--- config.mk ---
export PLATFORM = sky130hd
export DESIGN_NAME = rowbuf_sram_ctrl
export DESIGN_NICKNAME = d
export VERILOG_FILES = /design/src/rtl/rbc_pkg.sv /design/src/rtl/rbc_ctrl.sv /design/src/rtl/rbc_datapath.sv /design/src/rtl/rowbuf_sram_ctrl.sv
export SDC_FILE = /design/constraint.sdc
export NUM_CORES = 1
export LEC_CHECK = 0
export CAP_MARGIN = 20
export CORE_UTILIZATION = 33
export CTS_CLUSTER_DIAMETER = 80
export CTS_CLUSTER_SIZE = 28
export DETAILED_ROUTE_END_ITERATION = 8
export DONT_BUFFER_PORTS = 1
export GPL_TIMING_DRIVEN = 0
export SYNTH_ARGS = -nofsm -noshare
export SYNTH_HDL_FRONTEND = slang
export SYNTH_SLANG_ARGS = --single-unit
--- constraint.sdc ---
create_clock -name clk -period 3.5 [get_ports clk]
set_input_delay 0.175 -clock clk [delete_from_list [all_inputs] [get_ports clk]]
set_output_delay 0.175 -clock clk [all_outputs]
set_load 0.02 [all_outputs]
--- src/rtl/rbc_pkg.sv ---
package rbc_pkg;
  typedef enum logic [2:0] {
    CMD_NOP = 3'd0,
    CMD_ACT = 3'd1,
    CMD_RD  = 3'd2,
    CMD_WR  = 3'd3,
    CMD_PRE = 3'd4,
    CMD_REF = 3'd5
  } dramCmd_e;

  typedef struct packed {
    logic accept;
    logic issuePre;
    logic issueAct;
    logic issueRef;
  } ctrlStrobe_t;
endpackage

--- src/rtl/rbc_ctrl.sv ---
module rbc_ctrl
  import rbc_pkg::*;
#(
  parameter int TAG_W    = 9,
  parameter int BANK_W   = 2,
  parameter int MISS_PEN = 10,
  parameter int ROW_PRE  = 3,
  parameter int WAR_PEN  = 4
) (
  input  logic              clk,
  input  logic              rstN,
  input  logic              req,
  input  logic              we,
  input  logic [TAG_W-1:0]  reqTag,
  input  logic [BANK_W-1:0] reqBank,
  input  logic              halt,
  output logic              stall,
  output ctrlStrobe_t       strobe,
  output logic [BANK_W-1:0] actBank,
  output logic [TAG_W-1:0]  actTag
);
  localparam int NBANK   = 1 << BANK_W;
  localparam int PEN_MAX = (MISS_PEN > WAR_PEN) ? MISS_PEN : WAR_PEN;
  localparam int CNT_W   = $clog2(PEN_MAX + 1);
  localparam int ACT_AT  = MISS_PEN - 1 - ROW_PRE;

  logic [NBANK-1:0] openValid;
  logic [TAG_W-1:0] openTag [NBANK];
  logic             lastRead;
  logic [CNT_W-1:0] cnt;
  logic             haltQ, haltQ2;
  logic             inMiss, missPre;
  logic             realign, busy, hitRow, gate, missHz, warHz;

  assign realign = haltQ & ~halt;
  assign busy    = (cnt != '0);
  assign hitRow  = openValid[reqBank] && (openTag[reqBank] == reqTag);
  assign gate    = ~halt & ~realign & ~busy;
  assign missHz  = req & gate & ~hitRow;
  assign warHz   = req & gate & hitRow & we & lastRead;
  assign stall   = halt | realign | busy | missHz | warHz;

  always_comb begin
    strobe          = '0;
    strobe.accept   = req & ~stall;
    strobe.issuePre = inMiss & missPre & (cnt == CNT_W'(MISS_PEN - 1));
    strobe.issueAct = inMiss & (cnt == CNT_W'(ACT_AT));
    strobe.issueRef = haltQ & ~haltQ2;
  end

  always_ff @(posedge clk) begin
    if (!rstN) begin
      openValid <= '0;
      for (int i = 0; i < NBANK; i++) openTag[i] <= '0;
      lastRead <= 1'b0;
      cnt      <= '0;
      haltQ    <= 1'b0;
      haltQ2   <= 1'b0;
      inMiss   <= 1'b0;
      missPre  <= 1'b0;
      actBank  <= '0;
      actTag   <= '0;
    end else begin
      haltQ  <= halt;
      haltQ2 <= haltQ;
      if (halt) begin
        cnt    <= '0;
        inMiss <= 1'b0;
        if (!haltQ) begin
          openValid <= '0;
          lastRead  <= 1'b0;
        end
      end else if (missHz) begin
        cnt                <= CNT_W'(MISS_PEN - 1);
        inMiss             <= 1'b1;
        missPre            <= openValid[reqBank];
        actBank            <= reqBank;
        actTag             <= reqTag;
        openValid[reqBank] <= 1'b1;
        openTag[reqBank]   <= reqTag;
        lastRead           <= 1'b0;
      end else if (warHz) begin
        cnt      <= CNT_W'(WAR_PEN - 1);
        inMiss   <= 1'b0;
        lastRead <= 1'b0;
      end else if (busy) begin
        cnt <= cnt - CNT_W'(1);
        if (cnt == CNT_W'(1)) inMiss <= 1'b0;
      end else if (strobe.accept) begin
        lastRead <= ~we;
      end
    end
  end

  // the cycle after a halt ends is always a stall cycle
  p_realign_r7: assert property (@(posedge clk) disable iff (!rstN)
    $fell(halt) |-> stall);

  // the penalty counter steps down by one per cycle outside a halt
  p_countdown_r4: assert property (@(posedge clk) disable iff (!rstN)
    (busy && !halt) |=> (cnt == $past(cnt) - CNT_W'(1)));

  // refresh is only issued once every row buffer is closed
  p_ref_rows_closed_r6: assert property (@(posedge clk) disable iff (!rstN)
    strobe.issueRef |-> (openValid == '0));
endmodule

--- src/rtl/rbc_datapath.sv ---
module rbc_datapath
  import rbc_pkg::*;
#(
  parameter int DATA_W  = 128,
  parameter int COL_W   = 3,
  parameter int BANK_W  = 2,
  parameter int TAG_W   = 9,
  parameter int HIT_LAT = 6,
  parameter int COL_LAT = 2
) (
  input  logic              clk,
  input  logic              rstN,
  input  ctrlStrobe_t       strobe,
  input  logic              we,
  input  logic [TAG_W-1:0]  reqTag,
  input  logic [BANK_W-1:0] reqBank,
  input  logic [COL_W-1:0]  reqCol,
  input  logic [DATA_W-1:0] wdata,
  input  logic [BANK_W-1:0] actBank,
  input  logic [TAG_W-1:0]  actTag,
  input  logic [DATA_W-1:0] dramRdata,
  output dramCmd_e          dramCmd,
  output logic [BANK_W-1:0] dramBank,
  output logic [TAG_W-1:0]  dramRow,
  output logic [COL_W-1:0]  dramCol,
  output logic [DATA_W-1:0] dramWdata,
  output logic              rdValid,
  output logic [DATA_W-1:0] rdData
);
  localparam int DLY = HIT_LAT - COL_LAT;

  logic [HIT_LAT:0]  vPipe;
  logic [DATA_W-1:0] dPipe [DLY];

  always_ff @(posedge clk) begin
    if (!rstN) begin
      dramCmd   <= CMD_NOP;
      dramBank  <= '0;
      dramRow   <= '0;
      dramCol   <= '0;
      dramWdata <= '0;
    end else begin
      dramCol   <= reqCol;
      dramWdata <= wdata;
      if (strobe.accept) begin
        dramCmd  <= we ? CMD_WR : CMD_RD;
        dramBank <= reqBank;
        dramRow  <= reqTag;
      end else begin
        dramBank <= actBank;
        dramRow  <= actTag;
        if (strobe.issuePre)      dramCmd <= CMD_PRE;
        else if (strobe.issueAct) dramCmd <= CMD_ACT;
        else if (strobe.issueRef) dramCmd <= CMD_REF;
        else                      dramCmd <= CMD_NOP;
      end
    end
  end

  always_ff @(posedge clk) begin
    if (!rstN) vPipe[0] <= 1'b0;
    else       vPipe[0] <= strobe.accept & ~we;
  end

  always_ff @(posedge clk) dPipe[0] <= dramRdata;

  generate
    for (genvar s = 1; s <= HIT_LAT; s++) begin : g_valid
      always_ff @(posedge clk) begin
        if (!rstN) vPipe[s] <= 1'b0;
        else       vPipe[s] <= vPipe[s-1];
      end
    end
    for (genvar s = 1; s < DLY; s++) begin : g_data
      always_ff @(posedge clk) dPipe[s] <= dPipe[s-1];
    end
  endgenerate

  assign rdValid = vPipe[HIT_LAT];
  assign rdData  = dPipe[DLY-1];

  // control never requests two core commands in one cycle
  p_single_cmd_r9: assert property (@(posedge clk) disable iff (!rstN)
    $onehot0({strobe.accept, strobe.issuePre, strobe.issueAct, strobe.issueRef}));
endmodule

--- src/rtl/rowbuf_sram_ctrl.sv ---
module rowbuf_sram_ctrl
  import rbc_pkg::*;
#(
  parameter int DATA_W   = 128,
  parameter int COL_W    = 3,
  parameter int BANK_W   = 2,
  parameter int TAG_W    = 9,
  parameter int HIT_LAT  = 6,
  parameter int COL_LAT  = 2,
  parameter int MISS_PEN = 10,
  parameter int ROW_PRE  = 3,
  parameter int WAR_PEN  = 4,
  localparam int ADDR_W  = TAG_W + BANK_W + COL_W
) (
  input  logic              clk,
  input  logic              rstN,
  input  logic              req,
  input  logic              we,
  input  logic [ADDR_W-1:0] addr,
  input  logic [DATA_W-1:0] wdata,
  input  logic              halt,
  output logic              stall,
  output logic              rdValid,
  output logic [DATA_W-1:0] rdData,
  output logic [2:0]        dramCmd,
  output logic [BANK_W-1:0] dramBank,
  output logic [TAG_W-1:0]  dramRow,
  output logic [COL_W-1:0]  dramCol,
  output logic [DATA_W-1:0] dramWdata,
  input  logic [DATA_W-1:0] dramRdata
);
  logic [TAG_W-1:0]  reqTag;
  logic [BANK_W-1:0] reqBank;
  logic [COL_W-1:0]  reqCol;
  ctrlStrobe_t       strobe;
  logic [BANK_W-1:0] actBank;
  logic [TAG_W-1:0]  actTag;
  dramCmd_e          cmdQ;

  assign reqCol  = addr[COL_W-1:0];
  assign reqBank = addr[COL_W +: BANK_W];
  assign reqTag  = addr[ADDR_W-1 -: TAG_W];
  assign dramCmd = cmdQ;

  rbc_ctrl #(
    .TAG_W(TAG_W), .BANK_W(BANK_W), .MISS_PEN(MISS_PEN),
    .ROW_PRE(ROW_PRE), .WAR_PEN(WAR_PEN)
  ) u_ctrl (
    .clk(clk), .rstN(rstN), .req(req), .we(we),
    .reqTag(reqTag), .reqBank(reqBank), .halt(halt),
    .stall(stall), .strobe(strobe), .actBank(actBank), .actTag(actTag)
  );

  rbc_datapath #(
    .DATA_W(DATA_W), .COL_W(COL_W), .BANK_W(BANK_W), .TAG_W(TAG_W),
    .HIT_LAT(HIT_LAT), .COL_LAT(COL_LAT)
  ) u_dp (
    .clk(clk), .rstN(rstN), .strobe(strobe), .we(we),
    .reqTag(reqTag), .reqBank(reqBank), .reqCol(reqCol), .wdata(wdata),
    .actBank(actBank), .actTag(actTag), .dramRdata(dramRdata),
    .dramCmd(cmdQ), .dramBank(dramBank), .dramRow(dramRow),
    .dramCol(dramCol), .dramWdata(dramWdata),
    .rdValid(rdValid), .rdData(rdData)
  );

  // no column command reaches the core once a halt has been held a cycle
  p_no_col_in_halt_r6: assert property (@(posedge clk) disable iff (!rstN)
    (halt && $past(halt)) |-> !(cmdQ == CMD_RD || cmdQ == CMD_WR));
endmodule

Word level (Yosys, flattened, before mapping)
Memories as Yosys holds them, arrays and structs flattened.
Cells that the tools add are included.
{"block": "classes", "shifts": 0, "n_reduce_logical": 16, "mul": 0, "addsub": 1, "n_div": 0, "n_bitwise": 27, "muxes": 35, "n_eq_ne": 6, "order_cmp": 2}
{"operator": "$mux 4", "count": 6}
{"operator": "$mux 1", "count": 19}
{"operator": "$mux 9", "count": 2}
{"operator": "$and 1x1->1", "count": 14}
{"operator": "$mux 3", "count": 4}
{"operator": "$eq 9x9->1", "count": 1}
{"operator": "$reduce_or 9->1", "count": 1}
{"operator": "$not 1->1", "count": 8}
{"operator": "$reduce_bool 4->1", "count": 2}
{"operator": "$reduce_and 2->1", "count": 3}
{"operator": "$reduce_bool 3->1", "count": 2}
{"operator": "$eq 4x1->1 const B", "count": 1}
{"operator": "$eq 4x3->1 const B", "count": 1}
{"operator": "$eq 4x4->1 const B", "count": 1}
{"operator": "$mux 2", "count": 2}
{"operator": "$ne 4x4->1 const B", "count": 1}
{"operator": "$or 1x1->1", "count": 4}
{"operator": "$or 4x4->4", "count": 1}
{"operator": "$reduce_bool 2->1", "count": 2}
{"operator": "$reduce_or 4->1", "count": 1}
{"operator": "$sub 4x1->4 const B", "count": 1}
{"operator": "$lt 2x3->1 const B", "count": 1}
{"operator": "$reduce_and 3->1", "count": 1}
{"operator": "$reduce_or 3->1", "count": 1}
{"operator": "6 further kinds", "count": 7}
{"block": "word_totals", "romBits": 0, "ff_bits": 176, "ram_bits": 548, "inputBits": 275, "mem_count": 2, "latch_bits": 0}
{"name": "u_dp.dPipe", "words": 4, "width": 128, "read_ports": 4, "rd_clocked_by_memory_dff": 0, "wr": 4, "line": "rbc_datapath.sv:33", "rtl": "logic [DATA_W-1:0] dPipe [DLY];"}
{"name": "u_ctrl.openTag", "words": 4, "width": 9, "read_ports": 1, "rd_clocked_by_memory_dff": 0, "wr": 4, "line": "rbc_ctrl.sv:28", "rtl": "logic [TAG_W-1:0] openTag [NBANK];"}

Logic depth before layout (Yosys ltp)
{"block": "depth", "word_depth": 17, "depth_mapped": 10}

Modules after synthesis
From an unflattened synthesis, not the netlist that was laid out.
{"block": "hier_totals", "hier_cells": 1084, "hier_area_um2": 17239.0}
{"mod": "rbc_datapath", "area_each_um2": 14501.4, "n_inst": 1, "cells_per_inst": 850, "seq_area_each_um2": 13292.7}
{"mod": "rbc_ctrl", "area_each_um2": 2737.6, "n_inst": 1, "cells_per_inst": 234, "seq_area_each_um2": 1561.5}

Worst setup path after synthesis
OpenSTA, ideal clock, no wires.
{"block": "synth_path", "path_kind": "reg-to-reg", "start": "memory u_ctrl.openTag[1][0]", "end": "memory u_ctrl.openTag[0][0], enable pin", "n_path_buf": 2, "arrival_ns": 2.257, "required_ns": 3.191, "path_slack_ns": 0.934, "stages_incl_launch_ff": 9, "path_cell_list": "edfxtp_1 mux4_1 xnor2_1 nand2_1 or4_4 buf_6 o2111ai_1 buf_2 nand2_1"}
{"element": "start, declared", "line": "rbc_ctrl.sv:28"}

Worst setup path in the final report
{"block": "layout_path", "start": "memory u_ctrl.openTag[1][5]", "end": "output port stall"}
{"block": "layout_between", "elab_chain_cells": 7}
{"element": "$mem_v2 4x9 *"}
{"element": "$eq 9x9->1 *", "line": "rbc_ctrl.sv:37", "rtl": "assign hitRow = openValid[reqBank] && (openTag[reqBank] == reqTag);"}
{"element": "$logic_and 1x1->1 *", "line": "rbc_ctrl.sv:37"}
{"element": "$and 1x1->1 or $not 1->1 (tied branches)", "line": "rbc_ctrl.sv:40, rbc_ctrl.sv:39"}
{"element": "$and 1x1->1 (on tied branches)", "line": "rbc_ctrl.sv:40, rbc_ctrl.sv:39"}
{"element": "$and 1x1->1 or $or 1x1->1 (tied branches)", "line": "rbc_ctrl.sv:40, rbc_ctrl.sv:41"}
{"element": "$or 1x1->1 *", "line": "rbc_ctrl.sv:41", "rtl": "assign stall = halt | realign | busy | missHz | warHz;"}
{"element": "end, declared", "line": "rowbuf_sram_ctrl.sv:22", "rtl": "output logic stall,"}
Every way passes the cells marked *; elsewhere a longest branch is shown, timed or not.

==> results.cfg <==
[grt]
grt_pass1_wl_um = 53800
grt_pass1_vias = 9031
grt_max_degree = 29
gr-total-overflow = 0
antenna_found_initial = 2
grt_usage = 0.136

[power_and_ir_drop]
pwr-share-seq = 0.627
p_switching_mw = 3.23
total_leakage_power_nw = 8.84
powerDensity_mw_per_mm2 = 657
netSwitchingFraction = 0.223
totalPowerFinal_mw = 14.5
max-vdd-ir-drop_mv = 0.435
pwr-share-comb = 0.034
p_int_mw = 11.2
p_clk_frac = 0.339

[synth]
synth_nets = 1377
yosys_warnings = 0
ys_seq_area_frac = 0.863
ys_ff_latch = 724
ys.flop_type = dfxtp_1
synth_area_leaders = dfxtp_1 80%, edfxtp_1 6.3%, and2_1 5.2%
synth.distinct_cells = 43
synth_area_mm2 = 0.0172
synth-edff-count = 36
synth.top_cell.area_share = 0.800
yosysTopAreaCell = dfxtp_1
async_reset_ff_frac = 0
synthCells = 1102
avgSynthCellArea_um2 = 15.6

[drt]
wl_um = 37500
wl_per_cell_um = 17.8
drc = 0
antenna_left = 0
vias_per_cell = 4.06
firstDrtPassIters = 4
vias = 8559
drt-initial-drc-count = 341

[clocking]
numClockSinks = 724
clockBufferDepth = 3
post_cts_resize_count = 0
cts_root_buffer = clkbuf_16
clk-insertion-delay-late_ps = 570
cts_tree = yes
h-tree-depth = 2
cts_buffers = 38
clkTransAtPathRegs_ps = 100

[die]
die_w_um = 230
die-area_mm2 = 0.0531
initial_utilization = 0.335
die_y_um = 230
std_cell_rows = 83
ioPinCount = 550
core_area_mm2 = 0.0514

[setup_path]
worstPathRequired_ps = 3320
path_class = flop to output pin
crit_fanout = 9
arrival_ps = 3010
crit_path_end_kind = output pin
start_kind = flop
ff2ff_setup_slack_ps = 360

[timing]
setup_viol_count_final = 0
relSlewSlack = 0.336
fin_ws_ps = 315
rsz0062_at_grt = no
finalHoldViolations = 0
totalNegativeSetupSlack_ps = 0
fmax_ghz = 0.314
skew_ps = 28.3
finalCritPeriodShare = 0.910
fin_hold_ws_ps = 75.8
drv_slew = 0
worstMarginPinSlew_ps = 995
min_period_ps = 3190

[final_layout]
drive_above_1_share = 0.0483
fill_cells = 4511
fin_nets = 1689
multi_input_area_mm2 = 0.00217
ff_latch_area_mm2 = 0.0149
final_cell_area_mm2 = 0.0220
post-route-util = 0.429
finalNonFillerCells = 2110
area_growth_pct = 28.0

[place]
placed_cell_area_mm2 = 0.0181
hpwl_um = 25300
dp_cells = 1782
port_buffers = 0
post-place-ws_ps = 383
place_congestion = 0.874

[job]
maxCapViolCount = 0

[outcome]
outcome = finished clean

[min_path]
hp-class = input pin to flop
-- worst max-delay path: stages, from the launching register on --
cell and delay [ps]:
edfxtp_1 360, mux4_1 560, xnor2_1 210, o2111ai_1 150, or4_4 450, buf_6 150
or2_0 210, buf_6 140, a2bb2oi_1 210
-- cell usage in the layout, fill, tap and decap left out, types with 4 or more instances in the layout --
| cell | instances |
|---|---|
| xnor2_1 | 5 |
| o21ai_0 | 8 |
| xor2_1 | 7 |
| nand2_1 | 47 |
| inv_1 | 9 |
| clkbuf_1 | 23 |
| nand3_1 | 5 |
| clkbuf_16 | 39 |
| buf_2 | 4 |
| dfxtp_1 | 688 |
| o2111ai_1 | 5 |
| mux2i_1 | 34 |
| edfxtp_1 | 36 |
| buf_6 | 4 |
| dlygate4sd3_1 | 272 |
| and2_1 | 143 |
| a21oi_1 | 6 |
| nor2_1 | 42 |
-- flip-flops by register name, indices dropped and copies added (netlist names), 4 cells and up --
register / flops
u_dp.dramWdata: 128
u_dp.dramRow: 9
u_dp.dPipe: 512
u_ctrl.openTag: 36
u_dp.vPipe: 6
u_ctrl.actTag: 9
u_ctrl.openValid: 4
u_ctrl.cnt: 4
-- cells in the mapped netlist, types with 4 or more instances --
cell / number
nand2_1: 47
buf_6: 4
and2_1: 143
a21oi_1: 6
xnor2_1: 5
mux2i_1: 34
xor2_1: 7
o2111ai_1: 5
buf_2: 4
edfxtp_1: 36
nand3_1: 5
inv_1: 9
nor2_1: 42
dfxtp_1: 688
o21ai_0: 8
clkbuf_1: 22
-- routing by layer --
layer	vias to the layer above	GRT usage	share of wire
met5	-	0	0.00035
met4	2	0.0664	0.040
met3	84	0.0369	0.072
met2	364	0.236	0.50
met1	3999	0.153	0.39
li1	4110	-	-
-- cell families (layout without fill, tap and decap cells) --
family / after synthesis / in the layout / synth area share
DFF: 724 / 724 / 0.863
and+or+nand+nor: 253 / 253 / 0.0796
buffers and inverters: 41 / 367 / 0.0114
muxes: 39 / 39 / 0.0263
AOI/OAI and AO/OA: 33 / 33 / 0.0140
xor gates and xnor gates: 12 / 12 / 0.00610
other: 0 / 2 / 0
-- worst paths after layout --
check,from,depth (start not counted),endpoint
setup / recovery,u_ctrl.openTag[1][5]$_SDFFCE_PN0P_,8,stall
hold reg to reg,u_dp.dPipe[1][28]$_DFF_P_,0,u_dp.dPipe[2][28]$_DFF_P_
setup reg to reg,u_ctrl.openTag[1][5]$_SDFFCE_PN0P_,8,u_ctrl.openTag[2][8]$_SDFFCE_PN0P_
hold / removal,addr[4],3,u_dp.dramBank[1]$_SDFF_PN0_
-- power groups by stage --
stage / clock network, mW / registers, mW / logic [mW]
6_report: 4.90 / 9.08 / 0.491
5_1_grt: 5.39 / 9.12 / 0.532
4_1_cts: 5.06 / 9.08 / 0.486
3_5_place_dp: 0 / 9.27 / 0.234
3_3_place_gp: 0 / 9.26 / 0.226
2_1_floorplan: 0 / 9.19 / 0.162
-- final cells by class --
cell class | count | share of cell area
Antenna cell | 2 | 0.000227
Buffer | 32 | 0.00738
Multi-Input combinational cell | 337 | 0.0984
Tap cell | 680 | 0.0386
Inverter | 9 | 0.00153
Sequential cell | 724 | 0.674
Clock inverter | 14 | 0.0118
Timing Repair Buffer | 272 | 0.124
Clock buffer | 40 | 0.0445
-- what timing repair did --
action / CTS / global route
buffers inserted: 0 / 0
endpoints found under the hold margin: 326 / 0
hold buffers: 272 / 0
(Power assumes the default switching activity.)
